<file path="src/rtl/xs32_scramble_gen.sv">
module xs32_scramble_gen #(
  parameter int W     = 32,
  parameter int SH_A  = 13,
  parameter int SH_B  = 17,
  parameter int SH_C  = 5,
  parameter int ROT_A = 18,
  parameter int ROT_B = 7,
  parameter int ROT_C = 11
) (
  input  logic         clk,
  input  logic         rst,
  input  logic         load_req,
  input  logic [W-1:0] load_val,
  input  logic         step_req,
  output logic [W-1:0] rnd_word,
  output logic         rnd_valid
);
  localparam logic [W-1:0] ONE = W'(1);

  function automatic logic [W-1:0] rotl(input logic [W-1:0] x, input int n);
    return (x << n) | (x >> (W - n));
  endfunction

  logic [W-1:0] state, t1, t2, nxt, mix1, mix2, seed_fix;

  assign t1   = state ^ (state << SH_A);
  assign t2   = t1 ^ (t1 >> SH_B);
  assign nxt  = t2 ^ (t2 << SH_C);
  assign mix1 = state + rotl(state, ROT_A);
  assign mix2 = mix1 + (rotl(mix1, ROT_B) ^ rotl(mix1, ROT_C));
  assign seed_fix = (load_val == '0) ? ONE : load_val;

  always_ff @(posedge clk) begin
    if (rst) begin
      state     <= ONE;
      rnd_word  <= '0;
      rnd_valid <= 1'b0;
    end else if (load_req) begin
      state     <= seed_fix;
      rnd_valid <= 1'b0;
    end else if (step_req) begin
      state     <= nxt;
      rnd_word  <= mix2 ^ nxt;
      rnd_valid <= 1'b1;
    end else begin
      rnd_valid <= 1'b0;
    end
  end

  assert_state_nonzero_R9: assert property (@(posedge clk) disable iff (rst)
    state != '0);

  assert_valid_after_step_R4: assert property (@(posedge clk) disable iff (rst)
    (step_req && !load_req) |=> rnd_valid);

  assert_word_holds_R4: assert property (@(posedge clk) disable iff (rst)
    (!step_req || load_req) |=> ($stable(rnd_word) && !rnd_valid));

  assert_load_nonzero_R6: assert property (@(posedge clk) disable iff (rst)
    (load_req && load_val != '0) |=> state == $past(load_val));

  assert_load_zero_R7: assert property (@(posedge clk) disable iff (rst)
    (load_req && load_val == '0) |=> state == ONE);

  assert_load_wins_R8: assert property (@(posedge clk) disable iff (rst)
    (load_req && step_req) |=> !rnd_valid);
endmodule

</file>
<file path="config.mk">
export PLATFORM = sky130hd
export DESIGN_NAME = xs32_scramble_gen
export DESIGN_NICKNAME = d
export VERILOG_FILES = /design/src/rtl/xs32_scramble_gen.sv
export SDC_FILE = /design/constraint.sdc
export NUM_CORES = 1
export LEC_CHECK = 0
export BUFFER_PORTS_ARGS = -buffer_cell sky130_fd_sc_hd__buf_2
export CAP_MARGIN = 20
export CORE_MARGIN = 3
export CORE_UTILIZATION = 55
export DETAILED_ROUTE_END_ITERATION = 10
export PLACE_DENSITY_LB_ADDON = 0.3
export SLEW_MARGIN = 15
export SYNTH_ARGS = -nofsm -noshare
export SYNTH_HDL_FRONTEND = slang
export SYNTH_SLANG_ARGS = --single-unit
export TNS_END_PERCENT = 10
</file>
<file path="constraint.sdc">
create_clock -name clk -period 4.7 [get_ports clk]
set_input_delay 1.175 -clock clk [delete_from_list [all_inputs] [get_ports clk]]
set_output_delay 1.175 -clock clk [all_outputs]
set_load 0.03 [all_outputs]
</file>
==> results of run 1 <==
## final cells by class
class	count	area share, %
clock buffers	12	2.60
inverters	23	0.871
multi-input cells	798	60.2
flip-flops and latches	65	13.5
well taps	168	2.12
repair buffers	293	20.5
clock inverters	3	0.151
## timing repair
item	4_1_cts	5_1_grt
resized for setup	22	23
setup endpoints to repair	15	21
pin swaps	31	32
setup buffers	12	8
cloned	0	0
## through the flow
step	instance area (µm²)	setup TNS, ps	power (µW)	worst slack [ps]
after detailed placement	9320	-3080	5500	-435
after global placement	9320	-2340	5460	-400
after CTS	9750	-1450	6310	-239
after global routing	9910	-5040	6920	-508
after floorplan	7370	-21.4	3750	-20.7
final	9910	-1850	6520	-305
## cells in the mapped netlist, types with 4 or more instances
cell / number / area share [%]
xnor2_1: 127 / 16
nor2_1: 110 / 5.8
a21oi_1: 109 / 7.7
xor2_1: 92 / 11
nand2_1: 86 / 4.5
dfxtp_1: 65 / 18
ha_1: 62 / 11
o21ai_0: 28 / 2.0
a211oi_1: 26 / 2.7
clkbuf_1: 26 / 1.4
a21o_1: 24 / 2.5
inv_1: 23 / 1.2
nand3_1: 11 / 0.77
o21bai_1: 10 / 1.1
nor4_1: 9 / 0.79
o21a_1: 8 / 0.85
buf_1: 7 / 0.37
nand2b_1: 7 / 0.62
nor3_1: 7 / 0.49
mux2i_1: 6 / 0.85
nand4_1: 6 / 0.53
o211ai_1: 4 / 0.42
## cell families (layout without fill, tap and decap cells)
kind of cell | after synthesis | count (layout)
AOI/OAI and AO/OA | 240 | 240
xor gates and xnor gates | 221 | 221
adders and majority gates | 66 | 66
buffers and inverters | 58 | 331
DFF | 65 | 65
muxes | 6 | 6
and+or+nand+nor | 265 | 265
## worst max-delay path: stages (launching register included)
cell,delay [ps]
dfxtp_4,350
ha_4,170
fa_2,390
a211oi_4,320
nor3_4,80
o211ai_4,240
a31oi_4,130
a21oi_2,180
a21oi_2,90
a21o_1,170
a21oi_2,180
xnor2_2,180
xor2_1,190
ha_1,300
o211ai_1,180
nand2_1,120
o211ai_1,110
nand2_1,110
a211o_1,340
a31o_2,220
maj3_2,310
a21o_1,170
a21oi_2,130
xor2_1,80
a21o_1,160
## layer usage
metal  vias up  part of all wire (%)  GRT usage [%]
li1       3739                     -              -
met1      3649                    39           44.7
met2       390                    45           61.5
met3       129                   8.2           7.87
met4         0                   7.7           23.0
met5         -                     0              0
## path summary, 6_finish.rpt
| kind | endpoint | from | cells after the start |
|---|---|---|---|
| max | rnd_word[30] | state[0] | 24 |
| min | rnd_word[23] | rnd_word[23] | 2 |
| max reg2reg | rnd_word[30] | state[0] | 24 |
| min reg2reg | rnd_word[23] | rnd_word[23] | 2 |
## flip-flops by register name, summed over array words and instances, names as in the netlist
| register | flops |
|---|---|
| state | 32 |
| rnd_word | 32 |
| rnd_valid | 1 |
## cells in the final DEF (no fill, tap or decap), types with 9 or more instances in the layout
master,n
xor2_1,89
buf_2,68
dfxtp_1,50
ha_1,51
a21o_1,24
xnor2_1,120
nor4_1,9
a21oi_1,97
o21bai_1,10
clkbuf_16,10
nand2_1,84
a21oi_2,10
nor2_1,108
inv_1,23
buf_4,224
o21ai_0,18
a211oi_1,23
nand3_1,11
## power breakdown
part | switching [µW] | leakage [µW] | internal [µW]
Combinational | 2730 | 0.00402 | 2410
Clock | 238 | 0.000137 | 383
Sequential | 83.6 | 0.000542 | 678
Total | 3050 | 0.00470 | 3470
==> flow_metrics.tcl, run 1 <==
set metrics [dict create \
    peakVddDrop_uv 330 \
    hold_path.class "flip-flop to flip-flop" \
    diodes 0 \
    syn-num-nets 1021 \
    post_drt_wl_per_cell_um 19.9 \
    die_x_um 120 \
    fin_cells 1362 \
    yosys.area_share.simple_pct 16.7 \
    cts_buffers 9 \
    yosysWarnings 0 \
    die-area_um2 14300 \
    clk_latency_ps 340 \
    synth_top_family_by_area "XOR/XNOR gates" \
    die_y_um 120 \
    seqCellArea_um2 1340 \
    start_util_pct 57.7 \
    hold_slack_ps 447 \
    dp_hpwl_um 21800 \
    multiInputGateArea_um2 5970 \
    rsz0062_at_grt "yes" \
    yosysUniqueCellTypes 65 \
    crit_required_ps 4930 \
    synth_edf_count 0 \
    reg2reg_slack_ps -300 \
    synth_adder_area_share_pct 11.8 \
    clkTransAtPathRegs_ps 50 \
    fin_crit_ps 5000 \
    final_core_util_pct 80.5 \
    setup_violations 12 \
    cts_root_buf "clkbuf_16" \
    slew_violations 0 \
    h-tree-depth 3 \
    synthCells 921 \
    num_rows 40 \
    synthArstFlopShare_pct 0 \
    grt_pass1_wl_um 41300 \
    synth_ff_type "dfxtp_1" \
    grt_pass1_vias 7615 \
    synthToLayoutAreaGrowth_pct 39.5 \
    nets 1290 \
    synthMuxAreaShare_pct 0.845 \
    cts_tree "built" \
    totalWireLength_um 27100 \
    drc_errors 0 \
    initialDrtViolationCount 663 \
    worst_slack_ps -305 \
    max_freq_mhz 200 \
    final_antenna_net_count 0 \
    synth-seq-cells 65 \
    port_buffers 68 \
    routabilityCongestion 1.01 \
    seq_area_frac_synth_pct 18.3 \
    worstPathMaxFanout 4 \
    critPathCaptureType "flip-flop" \
    coreArea_um2 12300 \
    postCtsHoldBufs 0 \
    hold_viol_final 0 \
    cp.arrival_ps 5240 \
    clockBufferDepth 2 \
    finalClockSkew_ps 7.38 \
    antenna_found_initial 0 \
    avgViaCountPerCell 5.81 \
    cap_violations 0 \
    violations "negative setup slack" \
    status "finished, violations left" \
    n_fill_cell 850 \
    maxSlewHeadroom_pct 40.0 \
    firstDrtPassIters 5 \
    grt_max_degree 66 \
    syn_area_per_cell_um2 7.71 \
    synth-xor-area-share_pct 27.5 \
    worstSetupPathType "flip-flop to flip-flop" \
    io_pins 69 \
    synth-compound-area-share_pct 21.5 \
    track_usage_pct 37.4 \
    synthesis.area_um2 7100 \
    power_density_nw_per_um2 658 \
    worstSetupStartpointType "flip-flop" \
    dp.cells 1328 \
    cts_sinks 65 \
    post-route-period-util_pct 106 \
    worst_pin_slew_ps 901 \
    grt_overflow 0 \
    layout-drive-gt1-share_pct 33.2 \
    vias 7907 \
    p_leak_uw 0.00470 \
]
Power figures use the tool's default switching activity.
==> run 2, diff against run 1 <==
--- a/config.mk
+++ b/config.mk
@@ -9,6 +9,7 @@
 export CAP_MARGIN = 20
 export CORE_MARGIN = 3
 export CORE_UTILIZATION = 55
+export CTS_BUF_LIST = sky130_fd_sc_hd__clkbuf_8
 export DETAILED_ROUTE_END_ITERATION = 10
 export PLACE_DENSITY_LB_ADDON = 0.3
 export SLEW_MARGIN = 15
==> run 2 against run 1 <==
Effect of this change:
- die area stayed put
- design area is 1.1% lower
- sequential share of layout area is 0.15 points higher
- the flow still finishes with violations (negative setup slack)
- final cell count is 0.15% lower
- routed wire length is 1.2% lower
- highest routed layer unchanged
- critical path type unchanged
==> flow_metrics.tcl, run 2 (synthesized netlist as in run 1, its figures left out) <==
set metrics [dict create \
    fin_cells 1360 \
    clk_latency_ps 360 \
    power_density_nw_per_um2 647 \
    status "finished, violations left" \
    intPower_uw 3340 \
    setup_violations 10 \
    slew_violations 0 \
    dp.cells 1328 \
    diodes 0 \
    fin_crit_ps 5040 \
    worstPathMaxFanout 5 \
    clockBufferDepth 2 \
    peakVddDrop_uv 290 \
    cpPeakStageDelay_ps 420 \
    grt_overflow 0 \
    finalClockSkew_ps 9.58 \
    dpl_cell_area_um2 9320 \
    firstDrtPassIters 5 \
    worstSetupPathType "flip-flop to flip-flop" \
    grt_pass1_vias 7549 \
    max_freq_mhz 198 \
    cts_tree "built" \
    port_buffers 68 \
    nets 1288 \
    violations "negative setup slack" \
    layout-drive-gt1-share_pct 33.1 \
    worst_slack_ps -343 \
    final_common_cell "buf_4" \
    initialDrtViolationCount 612 \
    synthToLayoutAreaGrowth_pct 38.0 \
    post-route-period-util_pct 107 \
    hold_viol_final 0 \
    grt_pass1_wl_um 40800 \
    worstSetupStartpointType "flip-flop" \
    cap_violations 0 \
    critPathCaptureType "flip-flop" \
    cpMostUsedCell "a21oi_2" \
    p_leak_uw 0.00466 \
    rsz0062_at_grt "yes" \
    die_y_um 120 \
    io_pins 69 \
    top_regs "rnd_word: 32 flops, state: 32 flops, rnd_valid: 1 flops" \
    antenna_found_initial 0 \
    mostFrequentLayoutCells "221 x buf_4, 118 x xnor2_1, 108 x nor2_1" \
    totalWireLength_um 26700 \
    routabilityCongestion 1.01 \
    clock_power_share_pct 7.0 \
    power_frac_seq_pct 12.0 \
    clkTransAtPathRegs_ps 70 \
    avgViaCountPerCell 5.80 \
    cts_sinks 65 \
    start_util_pct 57.7 \
    coreArea_um2 12300 \
    die-area_um2 14300 \
    dp_hpwl_um 21800 \
    swShare_pct 47.4 \
    critPathSlowestCell "fa_2" \
    track_usage_pct 36.9 \
    grt_max_degree 66 \
    power.share.combinational_pct 81.0 \
    reg2regPathDepth 24 \
    vias 7891 \
    post_drt_wl_per_cell_um 19.7 \
    num_rows 40 \
    postCtsHoldBufs 0 \
    cts_root_buf "clkbuf_8" \
    drc_errors 0 \
    hold_path.class "flip-flop to flip-flop" \
    die_x_um 120 \
    worst_pin_slew_ps 886 \
    final_antenna_net_count 0 \
    maxSlewHeadroom_pct 40.9 \
    hold_depth 2 \
    power.switching_uw 3010 \
    cts_buffers 9 \
    cp.arrival_ps 5350 \
    crit_required_ps 5010 \
    crit_path_cell_trace "buf_6 > fa_2 > a211oi_4 > nor3_4 > o211ai_4 > a31oi_4 > a21oi_2 > a21oi_2 > a21o_1 > a21oi_2 > xnor2_2 > xor2_1 > ha_1 > o211ai_1 > nand2_1 > o211ai_1 > nand2_1 > a211o_1 > a31o_2 > maj3_2 > a21o_1 > a21oi_2 > xor2_1 > a21o_1" \
    finish.instance_area_um2 9800 \
    h-tree-depth 3 \
]
==> run 2: repair_timing <==
action,in CTS,in global routing
setup buffers,12,6
pin swaps,28,32
setup endpoints to repair,14,21
gates resized for setup,23,20
==> run 2: final cells by class <==
class / instances / area (µm²)
timing repair buffer: 291 / 2020
fill: 875 / 2510
tap: 168 / 210
sequential: 65 / 1340
multi-input combinational: 798 / 5970
inverter: 23 / 86.3
clock buffer: 9 / 124
clock inverter: 6 / 52.6
==> run 2: critical path, delay by kind of cell, from the launching register on <==
kind            cells  cell delay [ps]
compound gates     14             2630
xor+xnor            3              530
fa+ha+maj           3             1020
buf+inv             1              140
flops               1              340
simple gates        3              330
==> run 2: stage by stage <==
stage	worst slack, ps	power [µW]	hold WS, ps	setup TNS [ps]	utilization [%]
floorplan	-20.7	3750	580	-21.4	-
global placement	-400	5460	436	-2340	75.7
detailed placement	-435	5500	443	-3080	75.7
CTS	-240	6120	451	-1270	78.6
global route	-554	6740	464	-4870	79.6
finish	-343	6350	449	-1820	79.6
==> run 2: path summary, 6_finish.rpt <==
kind	start	to	slack (ps)
setup / recovery	state[15]	rnd_word[30]	-340
hold / removal	rnd_word[23]	rnd_word[23]	450
hold reg to reg	rnd_word[23]	rnd_word[23]	450
setup reg to reg	state[15]	rnd_word[30]	-340
==> run 2: power groups by stage <==
stage | clock network [µW] | registers [µW] | logic (µW)
3_3_place_gp | 0 | 762 | 4700
6_report | 446 | 759 | 5140
2_1_floorplan | 0 | 959 | 2790
3_5_place_dp | 0 | 767 | 4730
4_1_cts | 452 | 756 | 4910
5_1_grt | 469 | 768 | 5500
==> run 2: layer usage <==
layer	vias up	wire, µm	global-route usage [%]
met2	397	12200	60.7
met5	-	0	0
met3	104	2170	6.17
met1	3663	10500	45.4
li1	3727	-	-
met4	0	1830	21.6
==> run 3, diff against run 2 <==
--- a/config.mk
+++ b/config.mk
@@ -12,6 +12,7 @@
 export CTS_BUF_LIST = sky130_fd_sc_hd__clkbuf_8
 export DETAILED_ROUTE_END_ITERATION = 10
 export PLACE_DENSITY_LB_ADDON = 0.3
+export RECOVER_POWER = 50
 export SLEW_MARGIN = 15
 export SYNTH_ARGS = -nofsm -noshare
 export SYNTH_HDL_FRONTEND = slang
==> run 3 against run 2 <==
Effect of this change:
- the flow finishes with violations (max-capacitance violations, max-slew violations, negative setup slack)
- die area stayed put
- routed wire length hardly changed
- design area is 0.43% lower
- non-clock buffer count stayed put
- total power is 0.31% lower
- register-to-register slack hardly changed
- via count hardly changed
- flip-flop and latch count stayed put
- critical path type unchanged
- largest cell class unchanged
- largest power group unchanged
==> flow_metrics.tcl, run 3 (synthesized netlist as in run 1, its figures left out) <==
set metrics [dict create \
    status "finished, violations left" \
    violations "max-capacitance violations, max-slew violations, negative setup slack" \
    crit_path_cell_trace "buf_6 > fa_2 > a211oi_4 > nor3_4 > o211ai_4 > a31oi_4 > a21oi_2 > a21oi_2 > a21o_1 > a21oi_2 > xnor2_2 > xor2_1 > ha_1 > o211ai_1 > nand2_1 > o211ai_1 > nand2_1 > a211o_1 > a31o_2 > maj3_2 > a21o_1 > a21oi_2 > xor2_1 > a21o_1" \
    io_pins 69 \
    grt_max_degree 66 \
    p_leak_uw 0.00453 \
    clkTransAtPathRegs_ps 70 \
    die_x_um 120 \
    grt_pass1_vias 7549 \
    h-tree-depth 3 \
    hold_path.class "flip-flop to flip-flop" \
    post_drt_wl_per_cell_um 19.7 \
    firstDrtPassIters 5 \
    hold_path.startpoint "rnd_word[23]" \
    top_regs "rnd_word: 32 flops, state: 32 flops, rnd_valid: 1 flops" \
    diodes 0 \
    final_antenna_net_count 0 \
    hold_viol_final 0 \
    crit_required_ps 4960 \
    synthToLayoutAreaGrowth_pct 37.4 \
    final_common_cell "buf_4" \
    clk_latency_ps 360 \
    final_core_util_pct 79.3 \
    post-route-period-util_pct 107 \
    worstPathMaxFanout 5 \
    cpMostUsedCell "a21oi_2" \
    power.total_uw 6330 \
    finalClockSkew_ps 10.0 \
    dp.cells 1328 \
    layout-drive-gt1-share_pct 30.4 \
    cp.arrival_ps 5300 \
    max_freq_mhz 198 \
    cap_violations 1 \
    grt_pass1_wl_um 40800 \
    maxSlewHeadroom_pct -17.4 \
    port_buffers 68 \
    routabilityCongestion 1.01 \
    drc_errors 0 \
    antenna_found_initial 0 \
    setup_violations 10 \
    grt_overflow 0 \
    worst_slack_ps -342 \
    power_density_nw_per_um2 648 \
    fin_cells 1360 \
    cts_tree "built" \
    track_usage_pct 36.9 \
    dp_hpwl_um 21800 \
    slew_violations 39 \
    cts_buffers 9 \
    start_util_pct 57.7 \
    hold_depth 2 \
    cts_root_buf "clkbuf_8" \
    die-area_um2 14300 \
    num_rows 40 \
    nets 1288 \
    totalWireLength_um 26700 \
    n_fill_cell 893 \
    critPathSlowestCell "fa_2" \
    avgViaCountPerCell 5.80 \
    coreArea_um2 12300 \
    peakVddDrop_uv 290 \
    fin_crit_ps 5040 \
    vias 7889 \
    reg2regPathDepth 24 \
    die_y_um 120 \
    cts_sinks 65 \
    worst_r2r_endpoint "rnd_word[30]" \
    reg2reg_slack_ps -340 \
    worstSetupPathType "flip-flop to flip-flop" \
    initialDrtViolationCount 612 \
    critPathCaptureType "flip-flop" \
    rsz0062_at_grt "yes" \
    worstSetupStartpointType "flip-flop" \
    hold_path_end "rnd_word[23]" \
    postCtsHoldBufs 0 \
    clockBufferDepth 2 \
    r2r_start "state[15]" \
    cpPeakStageDelay_ps 420 \
    mostFrequentLayoutCells "220 x buf_4, 118 x xnor2_1, 108 x nor2_1" \
    dpl_cell_area_um2 9320 \
    finish.instance_area_um2 9760 \
    worst_pin_slew_ps 1760 \
]
[run 3: worst max path at each step]
stage               startpoint           end  cells after the start
floorplan             state[0]  rnd_word[30]                     24
global placement     state[14]  rnd_word[31]                     24
detailed placement    state[1]  rnd_word[31]                     24
CTS                   state[0]  rnd_word[30]                     24
global route          state[0]  rnd_word[30]                     24
finish               state[15]  rnd_word[30]                     24
[run 3: stage by stage]
step / setup TNS [ps] / worst slack (ps) / hold slack (ps)
2_1_floorplan: -21.4 / -20.7 / 580
3_3_place_gp: -2340 / -400 / 436
3_5_place_dp: -3080 / -435 / 443
4_1_cts: -1270 / -240 / 451
5_1_grt: -4870 / -554 / 467
6_report: -1790 / -342 / 450
[run 3: cell type report]
cell class	instances	area (µm²)	share of cell area, %
clock buffers	9	124	1.27
flip-flops and latches	65	1340	13.7
clock inverters	6	52.6	0.538
inverters	23	86.3	0.884
multi-input cells	798	5970	61.2
well taps	168	210	2.15
repair buffers	291	1980	20.3
[run 3: report_power, final]
part	total [µW]	internal (µW)	switching, µW	leakage [µW]
Combinational	5120	2400	2720	0.00389
Sequential	761	677	84.3	0.000542
Clock	446	235	211	0.000101
[run 3: what timing repair did]
item                                    in CTS  in global routing
setup buffers                               12                  6
resized for setup                           23                 20
endpoints found under the setup margin      14                 21
pin swaps                                   28                 32
[run 3: metal layers]
layer	up-vias	routed length (µm)	global-route usage [%]
met5	-	0	0
met4	0	1870	21.6
met3	107	2190	6.17
met2	401	12200	60.7
met1	3654	10500	45.4
li1	3727	-	-
[run 3: critical path: cells and delay by family, from the launching register on]
kind / cells / cell delay (ps)
flops: 1 / 340
fa+ha+maj: 3 / 1020
simple gates: 3 / 330
compound gates: 14 / 2670
buf+inv: 1 / 140
xor+xnor: 3 / 450
